<file path="src/rtl/memtest_pkg.sv">
package memtest_pkg;

  typedef enum logic [3:0] {
    ST_IDLE, ST_DWR, ST_DRD, ST_ACLR, ST_AMARK, ST_ASCAN,
    ST_DRN1, ST_DRN2, ST_DONE
  } st_e;

  localparam logic [1:0] PH_NONE  = 2'd0;
  localparam logic [1:0] PH_SOLID = 2'd1;
  localparam logic [1:0] PH_CHECK = 2'd2;
  localparam logic [1:0] PH_ALIAS = 2'd3;

endpackage

</file>
<file path="src/rtl/memtest_seq.sv">
module memtest_seq
  import memtest_pkg::*;
#(
  parameter int AW   = 6,
  parameter int DW   = 16,
  parameter int BLK0 = 16
) (
  input  logic          clk,
  input  logic          rst,
  input  logic          start,
  input  logic          mode,
  input  logic          err_seen,
  output st_e           st,
  output logic          req_we,
  output logic          req_re,
  output logic          req_alias,
  output logic [AW-1:0] req_addr,
  output logic [DW-1:0] req_wdata,
  output logic [DW-1:0] req_exp,
  output logic [1:0]    req_phase
);

  localparam logic [AW-1:0] TOP_A    = '1;
  localparam logic [AW-1:0] BLK_INIT = AW'(BLK0);
  localparam logic [AW-1:0] BLK_LAST = AW'(1 << (AW - 1));
  localparam logic [DW-1:0] ONES     = '1;
  localparam logic [DW-1:0] ZERO     = '0;
  localparam logic [DW-1:0] CHK_HI   = {(DW/2){2'b10}};
  localparam logic [DW-1:0] CHK_LO   = ~CHK_HI;

  logic [AW-1:0] addr;
  logic [AW-1:0] blk;
  logic [1:0]    stage;
  logic          mode_q;
  logic [DW-1:0] pat;
  logic          last_stage;
  logic          at_top;

  always_comb begin
    if (mode_q) pat = (stage == 2'd0) ? CHK_HI : CHK_LO;
    else        pat = (stage == 2'd1) ? ONES : ZERO;
    last_stage = mode_q ? (stage == 2'd1) : (stage == 2'd2);
    at_top     = (addr == TOP_A);
  end

  always_comb begin
    req_we    = 1'b0;
    req_re    = 1'b0;
    req_alias = 1'b0;
    req_addr  = addr;
    req_wdata = ZERO;
    req_exp   = ZERO;
    req_phase = PH_NONE;
    case (st)
      ST_DWR:   begin req_we = 1'b1; req_wdata = pat; end
      ST_DRD:   begin
        req_re    = 1'b1;
        req_exp   = pat;
        req_phase = mode_q ? PH_CHECK : PH_SOLID;
      end
      ST_ACLR:  req_we = 1'b1;
      ST_AMARK: begin req_we = 1'b1; req_wdata = ONES; end
      ST_ASCAN: begin
        req_re    = 1'b1;
        req_alias = 1'b1;
        req_phase = PH_ALIAS;
      end
      default:  ;
    endcase
  end

  always_ff @(posedge clk) begin
    if (rst) begin
      st     <= ST_IDLE;
      addr   <= '0;
      blk    <= BLK_INIT;
      stage  <= 2'd0;
      mode_q <= 1'b0;
    end else if (st == ST_IDLE) begin
      if (start) begin
        st     <= ST_DWR;
        addr   <= '0;
        stage  <= 2'd0;
        mode_q <= mode;
      end
    end else if (err_seen && st != ST_DONE) begin
      st <= ST_DONE;
    end else begin
      case (st)
        ST_DWR: begin
          addr <= addr + 1'b1;
          if (at_top) st <= ST_DRD;
        end
        ST_DRD: begin
          addr <= addr + 1'b1;
          if (at_top) begin
            if (last_stage) st <= ST_ACLR;
            else begin
              stage <= stage + 2'd1;
              st    <= ST_DWR;
            end
          end
        end
        ST_ACLR: begin
          addr <= addr + 1'b1;
          if (at_top) begin
            st  <= ST_AMARK;
            blk <= BLK_INIT;
          end
        end
        ST_AMARK: begin
          if (addr == blk - 1'b1) begin
            addr <= blk;
            st   <= ST_ASCAN;
          end else addr <= addr + 1'b1;
        end
        ST_ASCAN: begin
          addr <= addr + 1'b1;
          if (at_top) begin
            if (blk == BLK_LAST) st <= ST_DRN1;
            else begin
              blk <= blk << 1;
              st  <= ST_AMARK;
            end
          end
        end
        ST_DRN1: st <= ST_DRN2;
        ST_DRN2: st <= ST_DONE;
        default: st <= ST_IDLE;
      endcase
    end
  end

  // marking stays inside the block, scanning stays above it
  p_mark_below_r4: assert property (@(posedge clk) disable iff (rst)
    (st == ST_AMARK) |-> (addr < blk));
  p_scan_above_r4: assert property (@(posedge clk) disable iff (rst)
    (st == ST_ASCAN) |-> (addr >= blk));

endmodule

</file>
<file path="src/rtl/memtest_cmp.sv">
module memtest_cmp #(
  parameter int AW = 6,
  parameter int DW = 16
) (
  input  logic          clk,
  input  logic          rst,
  input  logic          clr,
  input  logic          pend_re,
  input  logic          pend_alias,
  input  logic [AW-1:0] pend_addr,
  input  logic [DW-1:0] pend_exp,
  input  logic [1:0]    pend_phase,
  input  logic [DW-1:0] rdata,
  output logic          fail,
  output logic [AW-1:0] err_addr,
  output logic [DW-1:0] err_exp,
  output logic [DW-1:0] err_obs,
  output logic [1:0]    err_phase
);

  localparam logic [DW-1:0] ONES = '1;

  logic          v_q;
  logic          al_q;
  logic [AW-1:0] a_q;
  logic [DW-1:0] e_q;
  logic [1:0]    p_q;
  logic          mism;

  always_ff @(posedge clk) begin
    if (rst) begin
      v_q  <= 1'b0;
      al_q <= 1'b0;
      a_q  <= '0;
      e_q  <= '0;
      p_q  <= '0;
    end else begin
      v_q  <= pend_re;
      al_q <= pend_alias;
      a_q  <= pend_addr;
      e_q  <= pend_exp;
      p_q  <= pend_phase;
    end
  end

  assign mism = v_q && (al_q ? (rdata == ONES) : (rdata != e_q));

  always_ff @(posedge clk) begin
    if (rst || clr) begin
      fail      <= 1'b0;
      err_addr  <= '0;
      err_exp   <= '0;
      err_obs   <= '0;
      err_phase <= '0;
    end else if (mism && !fail) begin
      fail      <= 1'b1;
      err_addr  <= a_q;
      err_exp   <= e_q;
      err_obs   <= rdata;
      err_phase <= p_q;
    end
  end

  // the first error's details are kept until the next start
  p_fail_sticky_r7: assert property (@(posedge clk) disable iff (rst)
    (fail && !clr) |=> (fail && $stable(err_addr) && $stable(err_obs)));

endmodule

</file>
<file path="src/rtl/memtest_engine.sv">
module memtest_engine
  import memtest_pkg::*;
#(
  parameter int AW   = 6,
  parameter int DW   = 16,
  parameter int BLK0 = 16
) (
  input  logic          clk,
  input  logic          rst,
  input  logic          start,
  input  logic          mode,
  output logic [AW-1:0] mem_addr,
  output logic [DW-1:0] mem_wdata,
  output logic          mem_we,
  output logic          mem_re,
  input  logic [DW-1:0] mem_rdata,
  output logic          busy,
  output logic          done,
  output logic          pass,
  output logic          fail,
  output logic [AW-1:0] err_addr,
  output logic [DW-1:0] err_exp,
  output logic [DW-1:0] err_obs,
  output logic [1:0]    err_phase
);

  st_e           st;
  logic          req_we, req_re, req_alias;
  logic [AW-1:0] req_addr;
  logic [DW-1:0] req_wdata, req_exp;
  logic [1:0]    req_phase;
  logic          pend_alias;
  logic [DW-1:0] pend_exp;
  logic [1:0]    pend_phase;
  logic          launch;

  assign launch = (st == ST_IDLE) && start;
  assign busy   = (st != ST_IDLE);

  memtest_seq #(.AW(AW), .DW(DW), .BLK0(BLK0)) u_seq (
    .clk(clk), .rst(rst), .start(start), .mode(mode), .err_seen(fail),
    .st(st), .req_we(req_we), .req_re(req_re), .req_alias(req_alias),
    .req_addr(req_addr), .req_wdata(req_wdata), .req_exp(req_exp),
    .req_phase(req_phase)
  );

  always_ff @(posedge clk) begin
    if (rst) begin
      mem_we     <= 1'b0;
      mem_re     <= 1'b0;
      mem_addr   <= '0;
      mem_wdata  <= '0;
      pend_alias <= 1'b0;
      pend_exp   <= '0;
      pend_phase <= '0;
      done       <= 1'b0;
      pass       <= 1'b0;
    end else begin
      mem_we     <= req_we;
      mem_re     <= req_re;
      mem_addr   <= req_addr;
      mem_wdata  <= req_wdata;
      pend_alias <= req_alias;
      pend_exp   <= req_exp;
      pend_phase <= req_phase;
      done       <= (st == ST_DONE);
      if (launch)                        pass <= 1'b0;
      else if (st == ST_DONE && !fail)   pass <= 1'b1;
    end
  end

  memtest_cmp #(.AW(AW), .DW(DW)) u_cmp (
    .clk(clk), .rst(rst), .clr(launch),
    .pend_re(mem_re), .pend_alias(pend_alias), .pend_addr(mem_addr),
    .pend_exp(pend_exp), .pend_phase(pend_phase), .rdata(mem_rdata),
    .fail(fail), .err_addr(err_addr), .err_exp(err_exp),
    .err_obs(err_obs), .err_phase(err_phase)
  );

  // done lasts one cycle
  p_done_pulse_r8: assert property (@(posedge clk) disable iff (rst)
    done |=> !done);
  // pass and fail exclusive
  p_pass_fail_excl_r6: assert property (@(posedge clk) disable iff (rst)
    !(pass && fail));
  // a run only leaves busy through done
  p_busy_until_done_r9: assert property (@(posedge clk) disable iff (rst)
    busy |=> (busy || done));
  // one strobe at a time
  p_port_excl_r10: assert property (@(posedge clk) disable iff (rst)
    !(mem_we && mem_re));

endmodule

</file>
<file path="config.mk">
export PLATFORM = sky130hd
export DESIGN_NAME = memtest_engine
export DESIGN_NICKNAME = d
export VERILOG_FILES = /design/src/rtl/memtest_pkg.sv /design/src/rtl/memtest_seq.sv /design/src/rtl/memtest_cmp.sv /design/src/rtl/memtest_engine.sv
export SDC_FILE = /design/constraint.sdc
export NUM_CORES = 1
export LEC_CHECK = 0
export ABC_AREA = 1
export ABC_CLOCK_PERIOD_IN_PS = 4660
export BUFFER_PORTS_ARGS = -buffer_cell sky130_fd_sc_hd__buf_2
export CAP_MARGIN = 10
export CORE_ASPECT_RATIO = 0.6
export CORE_MARGIN = 2
export CORE_UTILIZATION = 50
export DETAILED_ROUTE_END_ITERATION = 16
export PLACE_DENSITY_LB_ADDON = 0.05
export RECOVER_POWER = 100
export SYNTH_ARGS = -nofsm -noshare
export SYNTH_HDL_FRONTEND = slang
export SYNTH_SLANG_ARGS = --single-unit
</file>
<file path="constraint.sdc">
create_clock -name clk -period 4.66 [get_ports clk]
set_clock_uncertainty 0.05 [all_clocks]
set_input_delay 0.932 -clock clk [delete_from_list [all_inputs] [get_ports clk]]
set_output_delay 0.932 -clock clk [all_outputs]
set_load 0.02 [all_outputs]
</file>
**After elaboration in Yosys (flattened, before gate mapping)**

Cells that the tools add are included.

- $add $sub $neg: 3
- Eq/ne operators: 27
- Mux-type cells: 37
- Bitwise operators: 3
- Reduce and logical (&&, ||, !) cells: 24

Operators by type and width:

| cell | number |
|---|---|
| 2-to-1 mux 16 bit | 3 |
| 2-to-1 mux 6 bit | 7 |
| 2-to-1 mux 4 bit | 8 |
| case mux 16 bit (2 select lines) | 1 |
| case mux 4 bit (7 select lines) | 1 |
| case mux 6 bit (2 select lines) | 2 |
| != test 4 x 2 -> 1 bit, second input constant | 5 |
| 2-to-1 mux 2 bit | 9 |
| == test 16 bit, second input constant | 1 |
| == test 4 x 3 -> 1 bit, second input constant | 4 |
| != test 16 bit | 1 |
| == test 6 bit, second input constant | 2 |
| AND reduction 6 bit | 2 |
| == test 4 x 2 -> 1 bit, second input constant | 2 |
| != test 2 bit, second input constant | 4 |
| adder 6 x 1 -> 6 bit, second input constant | 1 |
| == test 6 bit | 1 |
| nonzero test 2 bit | 3 |
| OR reduction 2 bit | 3 |
| subtractor 6 x 1 -> 6 bit, second input constant | 1 |
| logical AND 1 bit | 5 |
| 2-to-1 mux 1 bit | 5 |
| AND reduction 5 bit | 1 |
| == test 4 x 1 -> 1 bit, second input constant | 1 |
| other kinds (18) | 21 |

- Bits in registers: 131
- Bits of input ports: 20
- Output and inout port bits: 68
- Logic and storage cells: 118

**Longest topological paths before layout**

Gate-level depths: netlist (run 1).

- Depth after elaboration: 7
- Depth in mapped cells: 13
- Mapped depth without buffers: 13

**Hierarchy**

A second synthesis (run 1) with hierarchy kept.

- Cell total of the unflattened synthesis: 786
- Area, all modules: 5545.3 um2

By module, submodules not included:

| module | times used | cells each | area each (um2) | sequential area each (um2) |
|---|---|---|---|---|
| memtest_cmp | 1 | 418 | 2811.4 | 1341.3 |
| memtest_seq | 1 | 216 | 1381.3 | 300.3 |
| memtest_engine | 1 | 152 | 1352.5 | 900.9 |

**Worst setup path before layout (run 1)**

No wires, ideal clock.

- Path type: input to register
- From: input mem_rdata[12]
- To: register u_cmp.err_obs[10]
- Setup time: 0.113 ns
- Data arrival time: 1.774 ns
- Required time: 4.497 ns
- Setup slack: 2.723 ns
- Stages on the path: 10
- Path buffers: 1
- Cells stage by stage: nand2_1 > nor2_1 > nand2_1 > nor2_2 > nor2_1 > nor2_4 > buf_4 > nand3_1 > nand2_1 > nor2_1

- Word-level cells in the longest chain between the ends: 4
- Elaborated cells between the ends (all ways): 5
- Those cells by class: 2 x eq/ne; 1 x mux; 2 x reduce/logical

RTL lines:

| what | line | source |
|---|---|---|
| from (decl) | memtest_engine.sv:16 | `input logic [DW-1:0] mem_rdata,` |
| != test 16 bit / == test 16 bit (equally long branches) | memtest_cmp.sv:46 | `assign mism = v_q && (al_q ? (rdata == ONES) : (rdata != e_q));` |
| 2-to-1 mux 1 bit (*) | memtest_cmp.sv:46 |  |
| logical AND 1 bit (*) | memtest_cmp.sv:46 |  |
| logical AND 1 bit (*) | memtest_cmp.sv:55 | `end else if (mism && !fail) begin` |
| to (signal assigned) | memtest_cmp.sv:59 | `err_obs <= rdata;` |
| to (decl) | memtest_cmp.sv:17 | `output logic [DW-1:0] err_obs,` |

Mark *: on every way between the ends. The rest lies on a longest branch, timed or not.
A chain may end at the register's enable or synchronous reset.

**Worst setup path in the final report (run 1)**

- From: input rst
- To: register u_cmp.err_obs[7]

- Word-level cells in the longest chain between the ends: 1

RTL lines:

| what | line | source |
|---|---|---|
| from (decl) | memtest_engine.sv:9 | `input logic rst,` |
| logical OR 1 bit | memtest_cmp.sv:49 | `if (rst \|\| clr) begin` |

Every way passes these cells.

==> qor.yml, run 1 <==
floorplanning:
  coreArea_mm2: 0.00671
  die_h_um: 68.5
  dieWidth_um: 112
  start_util: 0.517
  rows: 23
  die_area_mm2: 0.00764
  pin_count: 88
yosys:
  avgSynthCellArea_um2: 6.80
  synth_commonest_cells: "nor2_1, nand2_1, dfxtp_1, inv_1, nand3_1"
  syn_nets: 535
  synth_edf_count: 0
  synth_ff_type: "dfxtp_1"
  synth_area_mm2: 0.00347
  synth_area_leaders: "dfxtp_1, nor2_1, nand2_1"
  netlist_instances: 510
  async_reset_ff_frac: 0
  synth_seq_cells: 71
  seq_area_frac_synth: 0.410
  synth_top_area_cell: "dfxtp_1"
  yosysMostFrequentCell: "nor2_1"
  synth.distinct_cells: 29
  synth_top_area_frac: 0.410
  ys_warn_count: 0
global_routing:
  grt_pass1_vias: 2738
  grtUsageTotal: 0.223
  grt_pass1_wl_um: 13200
  grt-ovfl-total: 0
  grt_max_degree: 29
  antenna_found_initial: 0
route:
  via_count: 3115
  drt_iter0_markers: 220
  viasPerCell: 4.73
  route.detailed.drc: 0
  wire_per_inst_um: 12.4
  antenna_left: 0
  drt-pass1-iter-count: 5
  routed_wl_um: 8150
timing:
  fin_crit_sh: 0.628
  rsz0062_at_grt: "false"
  finalHoldViolCount: 0
  setup_viol: 0
  report.final.slew_viol_count: 0
  setup-tns-final_ns: 0
  period_minus_slack_ns: 2.92
  slew_headroom: 0.226
  worst_slack_ns: 1.74
  clock.fmax_mhz: 342
  worst_pin_slew_ns: 1.16
placement:
  pre_cts_ws_ns: 2.22
  io_buffers: 87
  gp_congestion: 0.929
  post-dp-hpwl_um: 5970
outcome:
  status: "finished clean"
layout:
  num-nets-final: 592
  area_growth_pct: 14.4
  diodes: 0
  drive_above_1_share: 0.0909
setup_path:
  crit_path_end_kind: "flop"
  required_ns: 4.83
  arrival_ns: 3.09
  cp_max_fo: 28
  path_class: "input pin to flop"
  worstSetupStartpointType: "input pin"
clocking:
  cts_setup_buffers: 0
  holdBufCountCts: 0
  h-tree-depth: 3
  clkSinkCount: 71
  cts_tree: "built"
  cts_buffer_depth: 2
  cts.repair.resized: 0
  clock-root-buffer: "clkbuf_16"
  clkSlewWorstSetupHoldPaths_ns: 0.06
  clk_latency_ns: 0.33
  cts_buffers: 9
power_and_ir_drop:
  power.density_mw_per_mm2: 603
  total_power_uw: 2390
  leakage_uw: 0.00177
  worst_ir_drop_vdd_uv: 344
job:
  maxCapViolations: 0
worst_hold_path:
  hp-class: "flop to flop"
[critical path, stage by stage]
cell      delay [ns]
clkbuf_1        0.83
inv_1           0.44
nand2_1         0.20
inv_1           0.37
nand2_1         0.22
nor2_1          0.07
[sequential cells by signal, summed over array words and instances (netlist names), 2 cells and up]
register and cells:
u_cmp.err_phase 2, mem_addr 6, u_seq.st 4, u_cmp.err_addr 6
u_cmp.err_obs 16, u_seq.req_addr 6, pend_phase 2, u_seq.stage 2
u_cmp.err_exp 2, u_cmp.p_q 2, u_seq.blk 2, u_cmp.e_q 2
u_cmp.a_q 6, mem_wdata 2, pend_exp 2
[kinds of logic (layout without fill, tap and decap cells)]
group,after synthesis,after routing,share of synthesized area
AO/OA/AOI/OAI,32,32,0.0509
flip-flops,71,71,0.410
buffers and inverters,118,180,0.169
adder cells (fa/ha/maj),5,5,0.0180
XOR/XNOR,1,1,0.00253
AND/OR/NAND/NOR,283,283,0.350
[cell type report]
cell class | count | area [µm²]
fillers | 685 | 2740
multi-input cells | 321 | 1450
flip-flops and latches | 71 | 1420
repair buffers | 87 | 350
inverters | 77 | 289
clock buffers | 10 | 239
well taps | 87 | 109
clock inverters | 6 | 108
[path summary, 6_finish.rpt]
check                                  end  cells after the start                      from  slack (ns)
max          u_cmp.err_obs[7]$_SDFFE_PP0P_                      6                       rst        1.74
min                u_cmp.p_q[0]$_SDFF_PP0_                      2  pend_phase[0]$_SDFF_PP0_        0.35
max reg2reg  u_cmp.err_obs[7]$_SDFFE_PP0P_                      8  u_seq.st[0]$_SDFFE_PP0P_        2.61
min reg2reg        u_cmp.p_q[0]$_SDFF_PP0_                      2  pend_phase[0]$_SDFF_PP0_        0.35
[power breakdown]
part | leakage, µW | total, µW | internal, µW | switching (µW)
clock | 0.000168 | 790 | 535 | 255
combinational | 0.00102 | 841 | 252 | 589
sequential | 0.000575 | 760 | 687 | 73.2
total | 0.00177 | 2390 | 1470 | 917
[placed cells by master (no fill, tap or decap), types with 3 or more instances in the layout]
cell | Yosys | final
nor2_1 | 118 | 118
nand2_1 | 104 | 104
inv_1 | 71 | 73
dfxtp_1 | 71 | 71
clkbuf_1 | 4 | 68
nand3_1 | 40 | 41
buf_2 | 2 | 19
a21oi_1 | 14 | 14
o21ai_0 | 8 | 9
clkbuf_16 | 0 | 9
ha_1 | 5 | 5
inv_2 | 6 | 4
nand2_4 | 4 | 4
nand4_1 | 4 | 4
nand2_2 | 3 | 3
o21ai_1 | 4 | 3
nor3_1 | 2 | 3
o211ai_1 | 3 | 3
bufinv_16 | 0 | 3
[per-layer routing]
layer,global-route usage,wire length (µm),vias to the layer above
met4,0.0741,91,0
met1,0.328,4480,1363
li1,-,-,1636
met3,0.0664,537,10
met5,0,0,-
met2,0.311,3050,106
[metrics by stage]
| stage | util | cell area (µm²) | cells | hold WS [ns] |
|---|---|---|---|---|
| global placement | 0.554 | 3720 | 643 | 0.345 |
| finish | 0.592 | 3970 | 659 | 0.355 |
| floorplan | - | 3470 | 510 | 0.338 |
| detailed placement | 0.554 | 3720 | 643 | 0.349 |
| CTS | 0.606 | 4060 | 659 | 0.358 |
| global route | 0.592 | 3970 | 659 | 0.374 |
Power figures use the tool's default switching activity.
==> run 2: changes to the inputs <==
--- a/config.mk
+++ b/config.mk
@@ -6,7 +6,7 @@
 export NUM_CORES = 1
 export LEC_CHECK = 0
 export ABC_AREA = 1
-export ABC_CLOCK_PERIOD_IN_PS = 4660
+export ABC_CLOCK_PERIOD_IN_PS = 2700
 export BUFFER_PORTS_ARGS = -buffer_cell sky130_fd_sc_hd__buf_2
 export CAP_MARGIN = 10
 export CORE_ASPECT_RATIO = 0.6
==> constraint.sdc (replaced) <==
create_clock -name clk -period 2.7 [get_ports clk]
set_clock_uncertainty 0.05 [all_clocks]
set_input_delay 0.54 -clock clk [delete_from_list [all_inputs] [get_ports clk]]
set_output_delay 0.54 -clock clk [all_outputs]
set_load 0.02 [all_outputs]
==> run 2 against run 1 <==
Register-to-register slack worse by 2.1 ns. Power up 66%. Via count up 0.42%. Non-clock buffer count up 2. Worst hold slack worse by 0.0054 ns. Setup slack worse by 1.3 ns. Critical path type is now flop to output port.
==> qor.yml, run 2 (same netlist as run 1, synthesis figures left out) <==
layout:
  drive_above_1_share: 0.0836  # -0.00729
  fin_area_mm2: 0.00393  # -1.0%
  final_cell_mix: "nor2_1, nand2_1, inv_1, dfxtp_1, clkbuf_1"
  final_core_utilization: 0.586  # -0.00616
  num-nets-final: 594  # +0.34%
  final_common_cell: "nor2_1"
  area_growth_pct: 13.2
  largest_register_ffs: 16  # unchanged
  top_register: "u_cmp.err_obs"
  diodes: 0  # unchanged
placement:
  post-dp-hpwl_um: 5880  # -1.6%
  placed_area_mm2: 0.00373  # +0.40%
  io_buffers: 87  # unchanged
  gp_congestion: 0.929  # about the same
outcome:
  status: "finished clean"
floorplanning:
  coreArea_mm2: 0.00671  # unchanged
  die_h_um: 68.5  # unchanged
  pin_count: 88  # unchanged
  start_util: 0.517  # unchanged
  die_area_mm2: 0.00764  # unchanged
  rows: 23  # unchanged
  dieWidth_um: 112  # unchanged
route:
  drt-pass1-iter-count: 5  # unchanged
  maxUsedRoutingLayer: "met4"
  route.detailed.drc: 0  # unchanged
  antenna_left: 0  # unchanged
  via_count: 3128  # +0.42%
  dr_wl_met2_um: 2960  # -2.8%
  wl_met1_um: 4280  # -4.5%
  viasPerCell: 4.73  # +0.11%
  routed_wl_um: 7900  # -3.1%
  wire_per_inst_um: 12.0  # -3.4%
  drt_iter0_markers: 200  # -9.1%
  dr_wl_met3_um: 595  # +11%
clocking:
  cts_buffer_depth: 2  # unchanged
  clkSinkCount: 71  # unchanged
  clk_latency_ns: 0.33  # about the same
  clkSlewWorstSetupHoldPaths_ns: 0.06  # about the same
  holdBufCountCts: 0  # unchanged
  cts_setup_buffers: 0  # unchanged
  cts_tree: "built"
  cts.repair.resized: 0  # unchanged
  clock-root-buffer: "clkbuf_16"
  h-tree-depth: 3  # unchanged
  cts_buffers: 9  # unchanged
setup_path:
  path_common_cell: "inv_1"
  required_ns: 2.11  # -2.72 ns
  slowest_delay_ns: 0.36  # -0.47 ns
  path_class: "flop to output port"
  r2r_slack_ns: 0.50  # -2.11 ns
  arrival_ns: 1.66  # -1.43 ns
  cp_max_fo: 7  # -75%
  cp_cell_sequence: "inv_1 > nand2_1 > nor2_8 > inv_1 > buf_2"
  crit_path_end_kind: "output port"
  worstSetupStartpointType: "flop"
  crit_slowest_cell: "dfxtp_1"
timing:
  setup-tns-final_ns: 0  # unchanged
  setup_viol: 0  # unchanged
  timing.hold.ws_ns: 0.350  # -0.00536 ns
  rsz0062_at_grt: "false"
  slew_headroom: 0.182  # -0.0445
  period_minus_slack_ns: 2.25
  clock.fmax_mhz: 444
  finalHoldViolCount: 0  # unchanged
  report.final.slew_viol_count: 0  # unchanged
  worst_pin_slew_ns: 1.23  # +0.0667 ns
  fin_crit_sh: 0.833
global_routing:
  antenna_found_initial: 0  # unchanged
  grt_pass1_wl_um: 12800  # -3.1%
  grt_pass1_vias: 2701  # -1.4%
  grtUsageTotal: 0.216  # -0.00687
  grt-ovfl-total: 0  # unchanged
  grt_max_degree: 28  # -3.4%
power_and_ir_drop:
  power.density_mw_per_mm2: 1010  # +68%
  worst_ir_drop_vdd_uv: 583  # +69%
  leakage_uw: 0.00176  # -0.46%
  total_power_uw: 3970  # +66%
worst_hold_path:
  hp-class: "flop to flop"
job:
  maxCapViolations: 0  # unchanged
run 2: worst max-delay path, delay by kind of cell, from the launching register on:
kind,cells,cell delay (ns)
buf+inv,3,0.50
flops,1,0.36
simple gates,2,0.46
run 2: metal layers:
layer | GRT usage | vias to the layer above
li1 | - | 1639
met1 | 0.311 | 1387
met2 | 0.306 | 93
met3 | 0.0787 | 9
met4 | 0.0571 | 0
met5 | 0 | -
run 2: layout make-up:
| class | count | area (µm²) |
|---|---|---|
| Fill cell | 709 | 2780 |
| Multi-Input combinational cell | 321 | 1430 |
| Sequential cell | 71 | 1420 |
| Timing Repair Buffer | 89 | 362 |
| Inverter | 77 | 289 |
| Clock buffer | 9 | 225 |
| Tap cell | 87 | 109 |
| Clock inverter | 7 | 87.6 |
run 2: worst paths after layout:
check | to | start | depth (start not counted)
worst max-delay path | busy | u_seq.st[0]$_SDFFE_PP0P_ | 5
worst min-delay path | u_cmp.p_q[1]$_SDFF_PP0_ | pend_phase[1]$_SDFF_PP0_ | 2
worst max register to register | u_seq.req_addr[5]$_SDFFE_PP0P_ | u_seq.st[0]$_SDFFE_PP0P_ | 7
worst min register to register | u_cmp.p_q[1]$_SDFF_PP0_ | pend_phase[1]$_SDFF_PP0_ | 2
run 2: per-stage QoR:
stage	setup slack [ns]	instances
after floorplan	1.15	510
after global placement	0.622	645
after detailed placement	0.602	645
after CTS	0.703	661
after global routing	0.316	661
final	0.450	661
run 2: power by group:
group | switching, µW | internal [µW] | total [µW]
Sequential | 121 | 1190 | 1310
Combinational | 996 | 427 | 1420
Clock | 439 | 801 | 1240
Total | 1560 | 2410 | 3970
